$ cat src/rtl/ccu_pkg.sv
package ccu_pkg;

  typedef enum logic [2:0] {
    MODE_OFF        = 3'd0,
    MODE_CAP_RISE   = 3'd1,
    MODE_CAP_FALL   = 3'd2,
    MODE_CAP_BOTH   = 3'd3,
    MODE_CMP_EVERY  = 3'd4,
    MODE_CMP_TOGGLE = 3'd5,
    MODE_CMP_ONCE   = 3'd6,
    MODE_CMP_SETCLR = 3'd7
  } ccMode_e;

  typedef struct packed {
    ccMode_e mode;
    logic    timSel;
  } chCfg_t;

  // strobes from control to datapath
  typedef struct packed {
    logic       valWr;
    logic [1:0] timWr;
    logic [1:0] rldWr;
    logic [1:0] ctlWr;
  } ccStb_t;

  localparam logic [1:0] REG_VAL = 2'd0;
  localparam logic [1:0] REG_CFG = 2'd1;
  localparam logic [1:0] REG_TIM = 2'd2;

endpackage

$ cat src/rtl/ccu_sync.sv
module ccu_sync #(
  parameter int W = 1
) (
  input  logic         clk,
  input  logic         rstN,
  input  logic [W-1:0] asyncIn,
  output logic [W-1:0] lvlNow,
  output logic [W-1:0] lvlPrev
);
  logic [W-1:0] stage1;

  always_ff @(posedge clk) begin
    if (!rstN) begin
      stage1  <= '0;
      lvlNow  <= '0;
      lvlPrev <= '0;
    end else begin
      stage1  <= asyncIn;
      lvlNow  <= stage1;
      lvlPrev <= lvlNow;
    end
  end
endmodule

$ cat src/rtl/ccu_timebase.sv
module ccu_timebase #(
  parameter int TW  = 16,
  parameter int PSW = 4
) (
  input  logic          clk,
  input  logic          rstN,
  input  logic          tickEn,
  input  logic          extRise,
  input  logic          wrTim,
  input  logic          wrRld,
  input  logic          wrCtl,
  input  logic [TW-1:0] wrData,
  output logic [TW-1:0] timVal,
  output logic          stepped,
  output logic          ovf
);
  localparam int PCW = (1 << PSW) - 1;

  logic [TW-1:0]  rldReg;
  logic [PSW-1:0] shiftQ;
  logic           runQ;
  logic           extQ;
  logic [PCW-1:0] preCnt;
  logic [PCW-1:0] preMask;
  logic           tick;

  assign preMask = (PCW'(1) << shiftQ) - PCW'(1);
  assign tick    = runQ && (extQ ? extRise : (tickEn && (preCnt == preMask)));

  always_ff @(posedge clk) begin
    if (!rstN) begin
      rldReg  <= '0;
      shiftQ  <= '0;
      runQ    <= 1'b0;
      extQ    <= 1'b0;
      preCnt  <= '0;
      timVal  <= '0;
      stepped <= 1'b0;
      ovf     <= 1'b0;
    end else begin
      stepped <= 1'b0;
      ovf     <= 1'b0;
      if (wrCtl) begin
        shiftQ <= wrData[PSW-1:0];
        runQ   <= wrData[PSW];
        extQ   <= wrData[PSW+1];
        preCnt <= '0;
      end else if (runQ && !extQ && tickEn) begin
        preCnt <= (preCnt == preMask) ? '0 : preCnt + PCW'(1);
      end
      if (wrRld) rldReg <= wrData;
      if (wrTim) begin
        timVal <= wrData;
      end else if (tick) begin
        stepped <= 1'b1;
        if (&timVal) begin
          timVal <= rldReg;
          ovf    <= 1'b1;
        end else begin
          timVal <= timVal + TW'(1);
        end
      end
    end
  end
endmodule

$ cat src/rtl/ccu_datapath.sv
module ccu_datapath
  import ccu_pkg::*;
#(
  parameter int NCH = 16,
  parameter int TW  = 16,
  parameter int PSW = 4,
  localparam int CHW = $clog2(NCH)
) (
  input  logic                    clk,
  input  logic                    rstN,
  input  logic                    tickEn,
  input  logic [1:0]              extRise,
  input  ccStb_t                  stb,
  input  logic [CHW-1:0]          wrIdx,
  input  logic [TW-1:0]           wrData,
  input  logic [NCH-1:0]          capStb,
  input  logic [NCH-1:0]          capSel,
  output logic [1:0][TW-1:0]      timVal,
  output logic [1:0]              stepped,
  output logic [1:0]              ovf,
  output logic [1:0][NCH-1:0]     eqVec
);

  for (genvar t = 0; t < 2; t++) begin : gTim
    ccu_timebase #(.TW(TW), .PSW(PSW)) uTb (
      .clk     (clk),
      .rstN    (rstN),
      .tickEn  (tickEn),
      .extRise (extRise[t]),
      .wrTim   (stb.timWr[t]),
      .wrRld   (stb.rldWr[t]),
      .wrCtl   (stb.ctlWr[t]),
      .wrData  (wrData),
      .timVal  (timVal[t]),
      .stepped (stepped[t]),
      .ovf     (ovf[t])
    );
  end

  for (genvar i = 0; i < NCH; i++) begin : gVal
    logic [TW-1:0] valQ;

    always_ff @(posedge clk) begin
      if (!rstN) begin
        valQ <= '0;
      end else if (capStb[i]) begin
        valQ <= timVal[capSel[i]];
      end else if (stb.valWr && (wrIdx == CHW'(i))) begin
        valQ <= wrData;
      end
    end

    assign eqVec[0][i] = (valQ == timVal[0]);
    assign eqVec[1][i] = (valQ == timVal[1]);
  end
endmodule

$ cat src/rtl/ccu_ctrl.sv
module ccu_ctrl
  import ccu_pkg::*;
#(
  parameter int NCH = 16,
  localparam int CHW  = $clog2(NCH),
  localparam int AW   = CHW + 2,
  localparam int HALF = NCH / 2
) (
  input  logic                clk,
  input  logic                rstN,
  input  logic                wrEn,
  input  logic [AW-1:0]       wrAddr,
  input  logic [4:0]          cfgData,
  input  logic [NCH-1:0]      pinRise,
  input  logic [NCH-1:0]      pinFall,
  input  logic [1:0]          stepped,
  input  logic [1:0]          ovf,
  input  logic [1:0][NCH-1:0] eqVec,
  output ccStb_t              stb,
  output logic [CHW-1:0]      wrIdx,
  output logic [NCH-1:0]      capStb,
  output logic [NCH-1:0]      capSel,
  output logic [NCH-1:0]      pinOut,
  output logic [NCH-1:0]      irqOut
);
  logic [1:0]      region;
  logic            cfgWr;
  logic [NCH-1:0]  hitVec;
  logic [HALF-1:0] pairReg;

  assign region = wrAddr[AW-1:AW-2];
  assign wrIdx  = wrAddr[CHW-1:0];
  assign cfgWr  = wrEn && (region == REG_CFG);

  always_comb begin
    stb.valWr = wrEn && (region == REG_VAL);
    for (int t = 0; t < 2; t++) begin
      stb.timWr[t] = wrEn && (region == REG_TIM) && (wrIdx == CHW'(t));
      stb.rldWr[t] = wrEn && (region == REG_TIM) && (wrIdx == CHW'(t + 2));
      stb.ctlWr[t] = wrEn && (region == REG_TIM) && (wrIdx == CHW'(t + 4));
    end
  end

  always_ff @(posedge clk) begin
    if (!rstN) begin
      pairReg <= '0;
    end else begin
      for (int k = 0; k < HALF; k++) begin
        if (cfgWr && (wrIdx == CHW'(k))) pairReg[k] <= cfgData[4];
      end
    end
  end

  for (genvar i = 0; i < NCH; i++) begin : gCh
    chCfg_t cfgQ;
    logic   pinQ;
    logic   irqQ;
    logic   armQ;
    logic   tsel;
    logic   hit;
    logic   myOvf;
    logic   capEdge;
    logic   cfgHit;
    logic   partnerHit;

    assign tsel   = cfgQ.timSel;
    assign hit    = cfgQ.mode[2] && stepped[tsel] && eqVec[tsel][i];
    assign myOvf  = ovf[tsel];
    assign cfgHit = cfgWr && (wrIdx == CHW'(i));
    assign hitVec[i] = hit;

    if (i < HALF) begin : gPair
      assign partnerHit = pairReg[i] && hitVec[i + HALF];
    end else begin : gNoPair
      assign partnerHit = 1'b0;
    end

    always_comb begin
      unique case (cfgQ.mode)
        MODE_CAP_RISE: capEdge = pinRise[i];
        MODE_CAP_FALL: capEdge = pinFall[i];
        MODE_CAP_BOTH: capEdge = pinRise[i] | pinFall[i];
        default:       capEdge = 1'b0;
      endcase
    end

    assign capStb[i] = capEdge && !cfgHit;
    assign capSel[i] = tsel;
    assign pinOut[i] = pinQ;
    assign irqOut[i] = irqQ;

    always_ff @(posedge clk) begin
      if (!rstN) begin
        cfgQ <= '{mode: MODE_OFF, timSel: 1'b0};
        pinQ <= 1'b0;
        irqQ <= 1'b0;
        armQ <= 1'b0;
      end else begin
        irqQ <= 1'b0;
        if (cfgHit) begin
          cfgQ.mode   <= ccMode_e'(cfgData[2:0]);
          cfgQ.timSel <= cfgData[3];
          armQ        <= 1'b1;
        end else begin
          unique case (cfgQ.mode)
            MODE_CAP_RISE, MODE_CAP_FALL, MODE_CAP_BOTH: begin
              if (capEdge) irqQ <= 1'b1;
            end
            MODE_CMP_EVERY: begin
              if (hit) irqQ <= 1'b1;
            end
            MODE_CMP_TOGGLE: begin
              if (hit || partnerHit) pinQ <= ~pinQ;
              if (hit) irqQ <= 1'b1;
            end
            MODE_CMP_ONCE: begin
              if (hit && (armQ || myOvf)) begin
                irqQ <= 1'b1;
                armQ <= 1'b0;
              end else if (myOvf) begin
                armQ <= 1'b1;
              end
            end
            MODE_CMP_SETCLR: begin
              if (hit && (armQ || myOvf)) begin
                pinQ <= 1'b1;
                irqQ <= 1'b1;
                armQ <= 1'b0;
              end else if (myOvf) begin
                pinQ <= 1'b0;
                armQ <= 1'b1;
              end
            end
            default: ;
          endcase
        end
      end
    end
  end
endmodule

$ cat src/rtl/ccu_array.sv
module ccu_array
  import ccu_pkg::*;
#(
  parameter int NCH = 16,
  parameter int TW  = 16,
  parameter int PSW = 4,
  localparam int CHW = $clog2(NCH),
  localparam int AW  = CHW + 2
) (
  input  logic           clk,
  input  logic           rstN,
  input  logic           tickEn,
  input  logic [1:0]     extCount,
  input  logic [NCH-1:0] ccPinIn,
  input  logic           wrEn,
  input  logic [AW-1:0]  wrAddr,
  input  logic [TW-1:0]  wrData,
  output logic [NCH-1:0] ccPinOut,
  output logic [NCH-1:0] ccIrq
);
  logic [NCH-1:0]      pinLvl;
  logic [NCH-1:0]      pinPrev;
  logic [1:0]          extLvl;
  logic [1:0]          extPrev;
  logic [NCH-1:0]      pinRise;
  logic [NCH-1:0]      pinFall;
  logic [1:0]          extRise;
  ccStb_t              stb;
  logic [CHW-1:0]      wrIdx;
  logic [NCH-1:0]      capStb;
  logic [NCH-1:0]      capSel;
  logic [1:0][TW-1:0]  timVal;
  logic [1:0]          stepVec;
  logic [1:0]          ovfVec;
  logic [1:0][NCH-1:0] eqVec;

  ccu_sync #(.W(NCH)) uPinSync (
    .clk(clk), .rstN(rstN), .asyncIn(ccPinIn), .lvlNow(pinLvl), .lvlPrev(pinPrev)
  );

  ccu_sync #(.W(2)) uExtSync (
    .clk(clk), .rstN(rstN), .asyncIn(extCount), .lvlNow(extLvl), .lvlPrev(extPrev)
  );

  assign pinRise = pinLvl & ~pinPrev;
  assign pinFall = ~pinLvl & pinPrev;
  assign extRise = extLvl & ~extPrev;

  ccu_ctrl #(.NCH(NCH)) uCtrl (
    .clk     (clk),
    .rstN    (rstN),
    .wrEn    (wrEn),
    .wrAddr  (wrAddr),
    .cfgData (wrData[4:0]),
    .pinRise (pinRise),
    .pinFall (pinFall),
    .stepped (stepVec),
    .ovf     (ovfVec),
    .eqVec   (eqVec),
    .stb     (stb),
    .wrIdx   (wrIdx),
    .capStb  (capStb),
    .capSel  (capSel),
    .pinOut  (ccPinOut),
    .irqOut  (ccIrq)
  );

  ccu_datapath #(.NCH(NCH), .TW(TW), .PSW(PSW)) uData (
    .clk     (clk),
    .rstN    (rstN),
    .tickEn  (tickEn),
    .extRise (extRise),
    .stb     (stb),
    .wrIdx   (wrIdx),
    .wrData  (wrData),
    .capStb  (capStb),
    .capSel  (capSel),
    .timVal  (timVal),
    .stepped (stepVec),
    .ovf     (ovfVec),
    .eqVec   (eqVec)
  );
endmodule

$ cat config.mk
export PLATFORM = sky130hd
export DESIGN_NAME = ccu_array
export DESIGN_NICKNAME = d
export VERILOG_FILES = /design/src/rtl/ccu_pkg.sv /design/src/rtl/ccu_sync.sv /design/src/rtl/ccu_timebase.sv /design/src/rtl/ccu_datapath.sv /design/src/rtl/ccu_ctrl.sv /design/src/rtl/ccu_array.sv
export SDC_FILE = /design/constraint.sdc
export NUM_CORES = 2
export LEC_CHECK = 0
export BUFFER_PORTS_ARGS = -buffer_cell sky130_fd_sc_hd__buf_2
export CORE_ASPECT_RATIO = 1.1
export CORE_MARGIN = 2
export CORE_UTILIZATION = 58
export DETAILED_ROUTE_END_ITERATION = 8
export GPL_TIMING_DRIVEN = 0
export PLACE_DENSITY = 0.88
export SYNTH_ARGS = -nofsm -noshare
export SYNTH_HDL_FRONTEND = slang
export SYNTH_SLANG_ARGS = --single-unit
$ cat constraint.sdc
create_clock -name clk -period 3.4 [get_ports clk]
set_clock_uncertainty 0.15 [all_clocks]
set_input_delay 0.68 -clock clk [delete_from_list [all_inputs] [get_ports clk]]
set_output_delay 0.68 -clock clk [all_outputs]
set_load 0.02 [all_outputs]
# Yosys cells after proc, flatten, opt, wreduce, memory -nomap -nowiden
# Cells that the tools add are included.
[totals]
in_bits = 44
ff_bits = 540
[classes]
shifts = 2
n_addsub = 6
n_bitwise = 57
muxes = 382
order_cmp = 16
n_reduce_logical = 335
n_eq_ne = 195
[ops]
columns = ["operator", "count"]
rows = [
  ["16-bit 2-to-1 mux", 72],
  ["16-bit == test", 32],
  ["1-bit 2-to-1 mux", 232],
  ["3-bit == test, second input constant", 64],
  ["1-bit logical AND", 121],
  ["2-bit OR reduction", 52],
  ["2-bit nonzero test", 50],
  ["3-bit by 2-bit == test with 1-bit output, second input constant", 32],
  ["1-bit case mux with 3 select lines", 32],
  ["4-bit AND reduction", 16],
  ["15-bit 2-to-1 mux", 4],
  ["3-bit OR reduction", 18],
  ["3-bit by 1-bit == test with 1-bit output, second input constant", 16],
  ["3-bit by 1-bit != test with 1-bit output, second input constant", 16],
  ["3-bit nonzero test", 16],
  ["1-bit NOT", 35],
  ["16-bit by 1-bit adder with 16-bit output, second input constant", 2],
  ["16-bit bitwise AND", 2],
  ["4-bit == test, second input constant", 8],
  ["1-bit by 2-bit less-than comparator with 1-bit output, second input constant", 16],
  ["2-bit by 1-bit != test with 1-bit output, second input constant", 16],
  ["16-bit NOT", 2],
  ["1-bit case mux with 2 select lines", 16],
  ["16-bit AND reduction", 2],
  ["other kinds (30)", 121],
]

# Logic depth before layout (Yosys ltp)
[logic_depth]
depth_word = 8
mapped_depth = 15
mapped_depth_nobuf = 11

# By module
# Synthesis repeated with hierarchy kept, for this count alone.
[hier_totals]
cells_unflattened = 4321
hier_area_um2 = 36721.5
[by_module_without_submodules]
columns = ["mod", "n_inst", "area_per_inst_um2", "seq_area_each_um2", "cells_each"]
rows = [
  ["ccu_datapath", 1, 21744.6, 5124.9, 2553],
  ["ccu_ctrl", 1, 6974.2, 2402.3, 859],
  ["ccu_timebase", 2, 3110.5, 1101.1, 381],
  ["ccu_sync at uPinSync", 1, 1331.3, 960.9, 101],
  ["ccu_array", 1, 292.8, 0.0, 34],
  ["ccu_sync at uExtSync", 1, 157.7, 120.1, 12],
]

# Worst setup path after synthesis
# Ideal clock, no wire load.
[synth_timing]
path_kind = "reg-to-reg"
start = "register uData.gTim[1].uTb.shiftQ[1]"
end = "register uData.gTim[1].uTb.timVal[12]"
path_stages_with_launch = 16
setup_ps = 132
synth_period_minus_slack_ps = 3129
t_arrival_ps = 2848
required_time_ps = 3118
slack_ps = 271
path_cell_list = "dfxtp_1 -> buf_4 -> buf_2 -> nor4_2 -> inv_1 -> ha_1 -> clkbuf_1 -> nor3b_1 -> a22oi_1 -> xnor2_1 -> nor2_1 -> and4_4 -> or2_4 -> buf_4 -> a311oi_1 -> nor3_1"
[synth_between]
elab_chain_cells = 7
[synth_rtl]
columns = ["element", "line", "rtl"]
rows = [
  ["start, declared", "ccu_timebase.sv:20", "logic [PSW-1:0] shiftQ;"],
  ["start signal, assigned", "ccu_timebase.sv:44", "shiftQ <= wrData[PSW-1:0];"],
  ["1-bit by 4-bit left shift with 15-bit output", "ccu_timebase.sv:27", "assign preMask = (PCW'(1) << shiftQ) - PCW'(1);"],
  ["15-bit by 2-bit subtractor with 15-bit output", "ccu_timebase.sv:27", ""],
  ["15-bit == test", "ccu_timebase.sv:28", "assign tick = runQ && (extQ ? extRise : (tickEn && (preCnt == preMask)));"],
  ["1-bit logical AND", "ccu_timebase.sv:28", ""],
  ["1-bit 2-to-1 mux", "ccu_timebase.sv:28", ""],
  ["1-bit logical AND", "ccu_timebase.sv:28", ""],
  ["2-bit nonzero test (no source line)", "-", ""],
  ["end signal, assigned", "ccu_timebase.sv:53", "timVal <= wrData;"],
  ["end signal, assigned", "ccu_timebase.sv:57", "timVal <= rldReg;"],
  ["end signal, assigned", "ccu_timebase.sv:60", "timVal <= timVal + TW'(1);"],
  ["end, declared", "ccu_timebase.sv:13", "output logic [TW-1:0] timVal,"],
]
# No other way between the ends.
# A chain may end at the register's enable or synchronous reset.

# Worst setup path after layout
[layout_timing]
start = "register uData.gTim[1].uTb.timVal[9]"
end = "register uCtrl.gCh[6].pinQ"
[layout_between]
elab_chain_cells = 8
word_cells_on_any_way = 16
classes_between = "4 x eq/ne; 6 x mux; 6 x reduce/logical"
[layout_rtl]
columns = ["element", "line", "rtl"]
rows = [
  ["16-bit == test", "ccu_datapath.sv:54", "assign eqVec[1][i] = (valQ == timVal[1]);"],
  ["15-bit 2-to-1 mux (not written as such) (2 in a row)", "ccu_ctrl.sv:67", "assign hit = cfgQ.mode[2] && stepped[tsel] && eqVec[tsel][i];"],
  ["1-bit logical AND", "ccu_ctrl.sv:67", ""],
  ["1-bit logical AND", "ccu_ctrl.sv:73", "assign partnerHit = pairReg[i] && hitVec[i + HALF];"],
  ["1-bit logical OR", "ccu_ctrl.sv:113", "if (hit || partnerHit) pinQ <= ~pinQ;"],
  ["2-bit by 1-bit != test with 1-bit output (no source line)", "-", ""],
  ["4-bit AND reduction (no source line)", "-", ""],
  ["end signal, assigned", "ccu_ctrl.sv:113", ""],
  ["end, declared", "ccu_ctrl.sv:56", "logic pinQ;"],
]
# Several ways; a longest one is shown, not always the timed one. The select of a mux whose other input is x is not followed.

==> impl_summary.log <==
INFO  metric outcome = finished with violations
INFO  metric violations = capacitance limit, slew limit, setup timing
INFO  metric clk_root_buffer_cell = sky130_fd_sc_hd__clkbuf_16
INFO  metric synth_top_cells_by_area = sky130_fd_sc_hd__dfxtp_1 33%, sky130_fd_sc_hd__mux2i_1 8.7%, sky130_fd_sc_hd__mux2_2 6.5%
INFO  metric finalSetupTns = -0.251 ns
INFO  metric maxcap_viol_count = 5
INFO  metric setup_slack = -0.100 ns
INFO  metric p_total = about 14 mW
INFO  metric r2r_slack = -0.10 ns
INFO  metric std_cell_rows = 90
INFO  metric power_per_cell_area = between 300 and 400 nW/um2
INFO  metric max_slew.worst_pin.slew = between 1.5 and 2 ns
INFO  metric layout_worst_path_cycle_share = 103%
INFO  metric min_path_cells = 2
INFO  metric worst_ir_drop_vdd = about 0.0004 V
INFO  metric synth-seq-cells = 540
INFO  metric tritoncts_num_sinks = 540
INFO  metric synth_fp_nets = 3995
INFO  metric route.detailed.drc = 0
INFO  metric areaGrowthSynthToFinish = 12.7%
INFO  metric power.leakage = ~13 nW
INFO  metric post-synth-top-area-fraction = around a third
INFO  metric layout.filler_cells = around 4.4k
INFO  metric hold_viol = 0
INFO  metric hpwlAfterDp = between 90000 and 100000 um
INFO  metric clk_pin_slew = ~0.070 ns
INFO  metric synth-main-ff-cell = sky130_fd_sc_hd__dfxtp_1
INFO  metric cp_data_required_time = around 3.8 ns
INFO  metric wl_per_cell = 28.2 um
INFO  metric dp_slack = -1.34 ns
INFO  metric placed_cell_area = around 34000 um2
INFO  metric grt_start_max_net_pins = 20
INFO  metric whs_endpoint = uPinSync.stage1[15]$_SDFF_PN0_
INFO  metric end_kind = flop
INFO  metric sequential_area_share_after_synthesis = between 30% and 40%
INFO  metric cts_tree = done
INFO  metric initial_antenna_violation_count = 7
INFO  metric synth_enable_flop_cells = 0
INFO  metric worst-path-max-fanout = 10
INFO  metric reg2reg_to = uCtrl.gCh[6].pinQ$_SDFFE_PN0P_
INFO  metric yosys-top-cells-count = 540 x sky130_fd_sc_hd__dfxtp_1, 354 x sky130_fd_sc_hd__nand2_1, 352 x sky130_fd_sc_hd__nor2_1, 312 x sky130_fd_sc_hd__clkbuf_1, 281 x sky130_fd_sc_hd__mux2i_1
INFO  metric routabilityCongestion = slightly above 1
INFO  metric path_class = flop to flop
INFO  metric first_pass_iters = 7
INFO  metric reg2regPathDepth = 9
INFO  metric via_count_of_the_first_global_routing_pass = between 30k and 40k
INFO  metric drt_wl_total = between 100000 and 150000 um
INFO  metric total_cts_buffers = 58
INFO  metric num-nets-final = just over 4k
INFO  metric setup_violations = 8
INFO  metric post_synth.cell_area_avg = about 8.3 um2
INFO  metric clkLatencyLatePin = between 0.6 and 0.7 ns
INFO  metric placement.io_buffers = 55
INFO  metric core-area = about 55000 um2
INFO  metric worstPathArrival = roughly 3.9 ns
INFO  metric hold_path.startpoint = ccPinIn[15]
INFO  metric die_area = 57700 um2
INFO  metric number_of_drc_markers_in_iteration_0 = ~5.6k
INFO  metric critical_path.startpoint_type = flop
INFO  metric synth_area = 32300 um2
INFO  metric min-delay-path-class = input pin to flop
INFO  metric rr_startpoint = uData.gTim[1].uTb.timVal[9]$_SDFFE_PN0P_
INFO  metric gr-total-overflow = 0
INFO  metric postRouteAntennaNets = 0
INFO  metric via_per_inst = 6.90
INFO  metric grt_first_pass_wirelength = approximately 200000 um
INFO  metric finalCriticalPeriod = ~3.5 ns
INFO  metric ys_async_sr_fraction = 0%
INFO  metric cts.path.max_buffers = 3
INFO  metric post_synth_num_cell_types = 84
INFO  metric post_route_cells_drive_above_1_share = approximately 15%
INFO  metric fp.dieW = 229 um
INFO  metric syn_inst = around 4k
INFO  metric initial_core_util = slightly below 60%
INFO  metric grt.total_usage = around 45%
INFO  metric maxClockFrequency = 0.286 GHz
INFO  metric layout.cell_area.non_filler = 36500 um2
INFO  metric io-pin-count = 76
INFO  metric die_y = roughly 250 um
INFO  metric synth.largest_area_cell = sky130_fd_sc_hd__dfxtp_1
INFO  metric max_slew_margin = -11.5%
INFO  metric synth-warning-count = 0
INFO  metric timing_max_transition_violations_final = 45
INFO  metric h-tree-depth = 2
INFO  metric detailroute.via_count = around 33k
INFO  metric ctsHoldBuffers = 0
INFO  metric most_numerous_cell_in_the_yosys_netlist = sky130_fd_sc_hd__dfxtp_1
[flip-flops by register name, summed over array words and instances (netlist names)]
register and count:
uCtrl.gCh.armQ 16, uCtrl.gCh.cfgQ 48, uCtrl.gCh.irqQ 16, uCtrl.gCh.pinQ 16
uCtrl.gCh.tsel 16, uCtrl.pairReg 8, uData.gTim.uTb.extQ 2, uData.gTim.uTb.ovf 2
uData.gTim.uTb.preCnt 30, uData.gTim.uTb.rldReg 32, uData.gTim.uTb.runQ 2, uData.gTim.uTb.shiftQ 8
uData.gTim.uTb.stepped 2, uData.gTim.uTb.timVal 32, uData.gVal.valQ 256, uExtSync.lvlNow 2
uExtSync.lvlPrev 2, uExtSync.stage1 2, uPinSync.lvlNow 16, uPinSync.lvlPrev 16
uPinSync.stage1 16
[worst max-delay path, stage by stage, from the launching register on]
cell                       delay, ns
sky130_fd_sc_hd__dfxtp_1        0.32
sky130_fd_sc_hd__buf_2          0.48
sky130_fd_sc_hd__clkbuf_2       0.47
sky130_fd_sc_hd__mux2i_1        0.20
sky130_fd_sc_hd__xor2_1         0.16
sky130_fd_sc_hd__nand3_1        0.33
sky130_fd_sc_hd__o31ai_1        0.44
sky130_fd_sc_hd__o21ai_0        0.26
sky130_fd_sc_hd__a211o_1        0.32
sky130_fd_sc_hd__a211oi_1       0.26
[power by group]
part	internal (mW)	switching, mW	total (mW)
clock	4.04	2.92	6.96
sequential	6.38	0.0338	6.41
combinational	0.224	0.741	0.965
total	10.6	3.69	14.3
[layer usage]
layer  up-vias  part of all wire (%)  GRT usage (%)
met5         -                  0.22           3.80
met4        10                    10           35.7
met3       921                    16           20.0
met2      2971                    39           63.6
met1     15334                    34           53.4
li1      14062                     -              -
[timing repair]
item	in CTS	in global routing
pin swaps	7	20
gates cloned	0	2
buffers inserted	5	8
setup endpoints to repair	98	92
resized for setup	117	130
[per-stage QoR]
stage               cells  hold WS, ns  utilization [%]
floorplan            3913        0.262                -
global placement     4704        0.264             61.0
detailed placement   4706        0.271             61.1
CTS                  4813       0.0828             65.4
global route         4822       0.0825             66.3
finish               4827       0.0680             66.3
[logic make-up after synthesis]
logic type / count (synthesis) / share of synthesized area (%)
flops: 540 / 33.4
buf+inv: 489 / 6.39
mux: 468 / 15.2
xor+xnor: 296 / 8.02
simple gates: 1345 / 20.1
fa+ha+maj: 38 / 1.47
compound gates: 737 / 15.4
[worst max path at each step]
stage / to / slack [ns] / from / depth (start not counted)
after floorplan: uData.gTim[1].uTb.timVal[12]$_SDFFE_PN0P_ / 0.27 / uData.gTim[1].uTb.shiftQ[1]$_SDFFE_PN0P_ / 15
after global placement: uCtrl.gCh[10].irqQ$_SDFF_PP0_ / -1.54 / uData.gTim[1].uTb.timVal[8]$_SDFFE_PN0P_ / 8
after detailed placement: uCtrl.gCh[4].pinQ$_SDFFE_PN0P_ / -1.34 / uData.gTim[0].uTb.timVal[0]$_SDFFE_PN0P_ / 10
after CTS: uCtrl.gCh[4].pinQ$_SDFFE_PN0P_ / -0.04 / uCtrl.gCh[12].tsel$_SDFFE_PN0P_ / 10
after global routing: uCtrl.gCh[11].pinQ$_SDFFE_PN0P_ / -0.04 / uData.gTim[0].uTb.timVal[10]$_SDFFE_PN0P_ / 9
final: uCtrl.gCh[6].pinQ$_SDFFE_PN0P_ / -0.10 / uData.gTim[1].uTb.timVal[9]$_SDFFE_PN0P_ / 9
[cell type report]
type	count	area, um2	share of cell area, %
sequential	540	10800	29.7
timing repair buffer	72	463	1.27
antenna	5	12.5	0.0343
buffer	413	1980	5.44
tap	736	921	2.53
inverter	69	259	0.711
clock buffer	83	1720	4.71
clock inverter	25	329	0.903
multi-input combinational	2884	19900	54.7
[cell usage in the layout (no fill, tap or decap), types with 11 or more instances in the layout]
cell type and n:
sky130_fd_sc_hd__a211oi_1 251, sky130_fd_sc_hd__a21oi_1 172, sky130_fd_sc_hd__a311oi_1 36, sky130_fd_sc_hd__a31o_2 14, sky130_fd_sc_hd__a31oi_1 37, sky130_fd_sc_hd__and2_1 57, sky130_fd_sc_hd__and3_1 66, sky130_fd_sc_hd__buf_2 97
sky130_fd_sc_hd__buf_4 63, sky130_fd_sc_hd__clkbuf_1 266, sky130_fd_sc_hd__clkbuf_16 61, sky130_fd_sc_hd__clkbuf_2 25, sky130_fd_sc_hd__clkbuf_4 24, sky130_fd_sc_hd__clkbuf_8 15, sky130_fd_sc_hd__clkinv_2 13, sky130_fd_sc_hd__dfxtp_1 531
sky130_fd_sc_hd__ha_1 36, sky130_fd_sc_hd__inv_1 68, sky130_fd_sc_hd__mux2_2 187, sky130_fd_sc_hd__mux2i_1 278, sky130_fd_sc_hd__nand2_1 354, sky130_fd_sc_hd__nand2b_1 14, sky130_fd_sc_hd__nand3_1 195, sky130_fd_sc_hd__nand4_1 40
sky130_fd_sc_hd__nor2_1 349, sky130_fd_sc_hd__nor2b_1 71, sky130_fd_sc_hd__nor3_1 50, sky130_fd_sc_hd__nor4_1 46, sky130_fd_sc_hd__o211ai_1 13, sky130_fd_sc_hd__o21ai_0 101, sky130_fd_sc_hd__o311ai_0 14, sky130_fd_sc_hd__o31ai_1 11
sky130_fd_sc_hd__xnor2_1 181, sky130_fd_sc_hd__xor2_1 113
(Power assumes the default switching activity.)
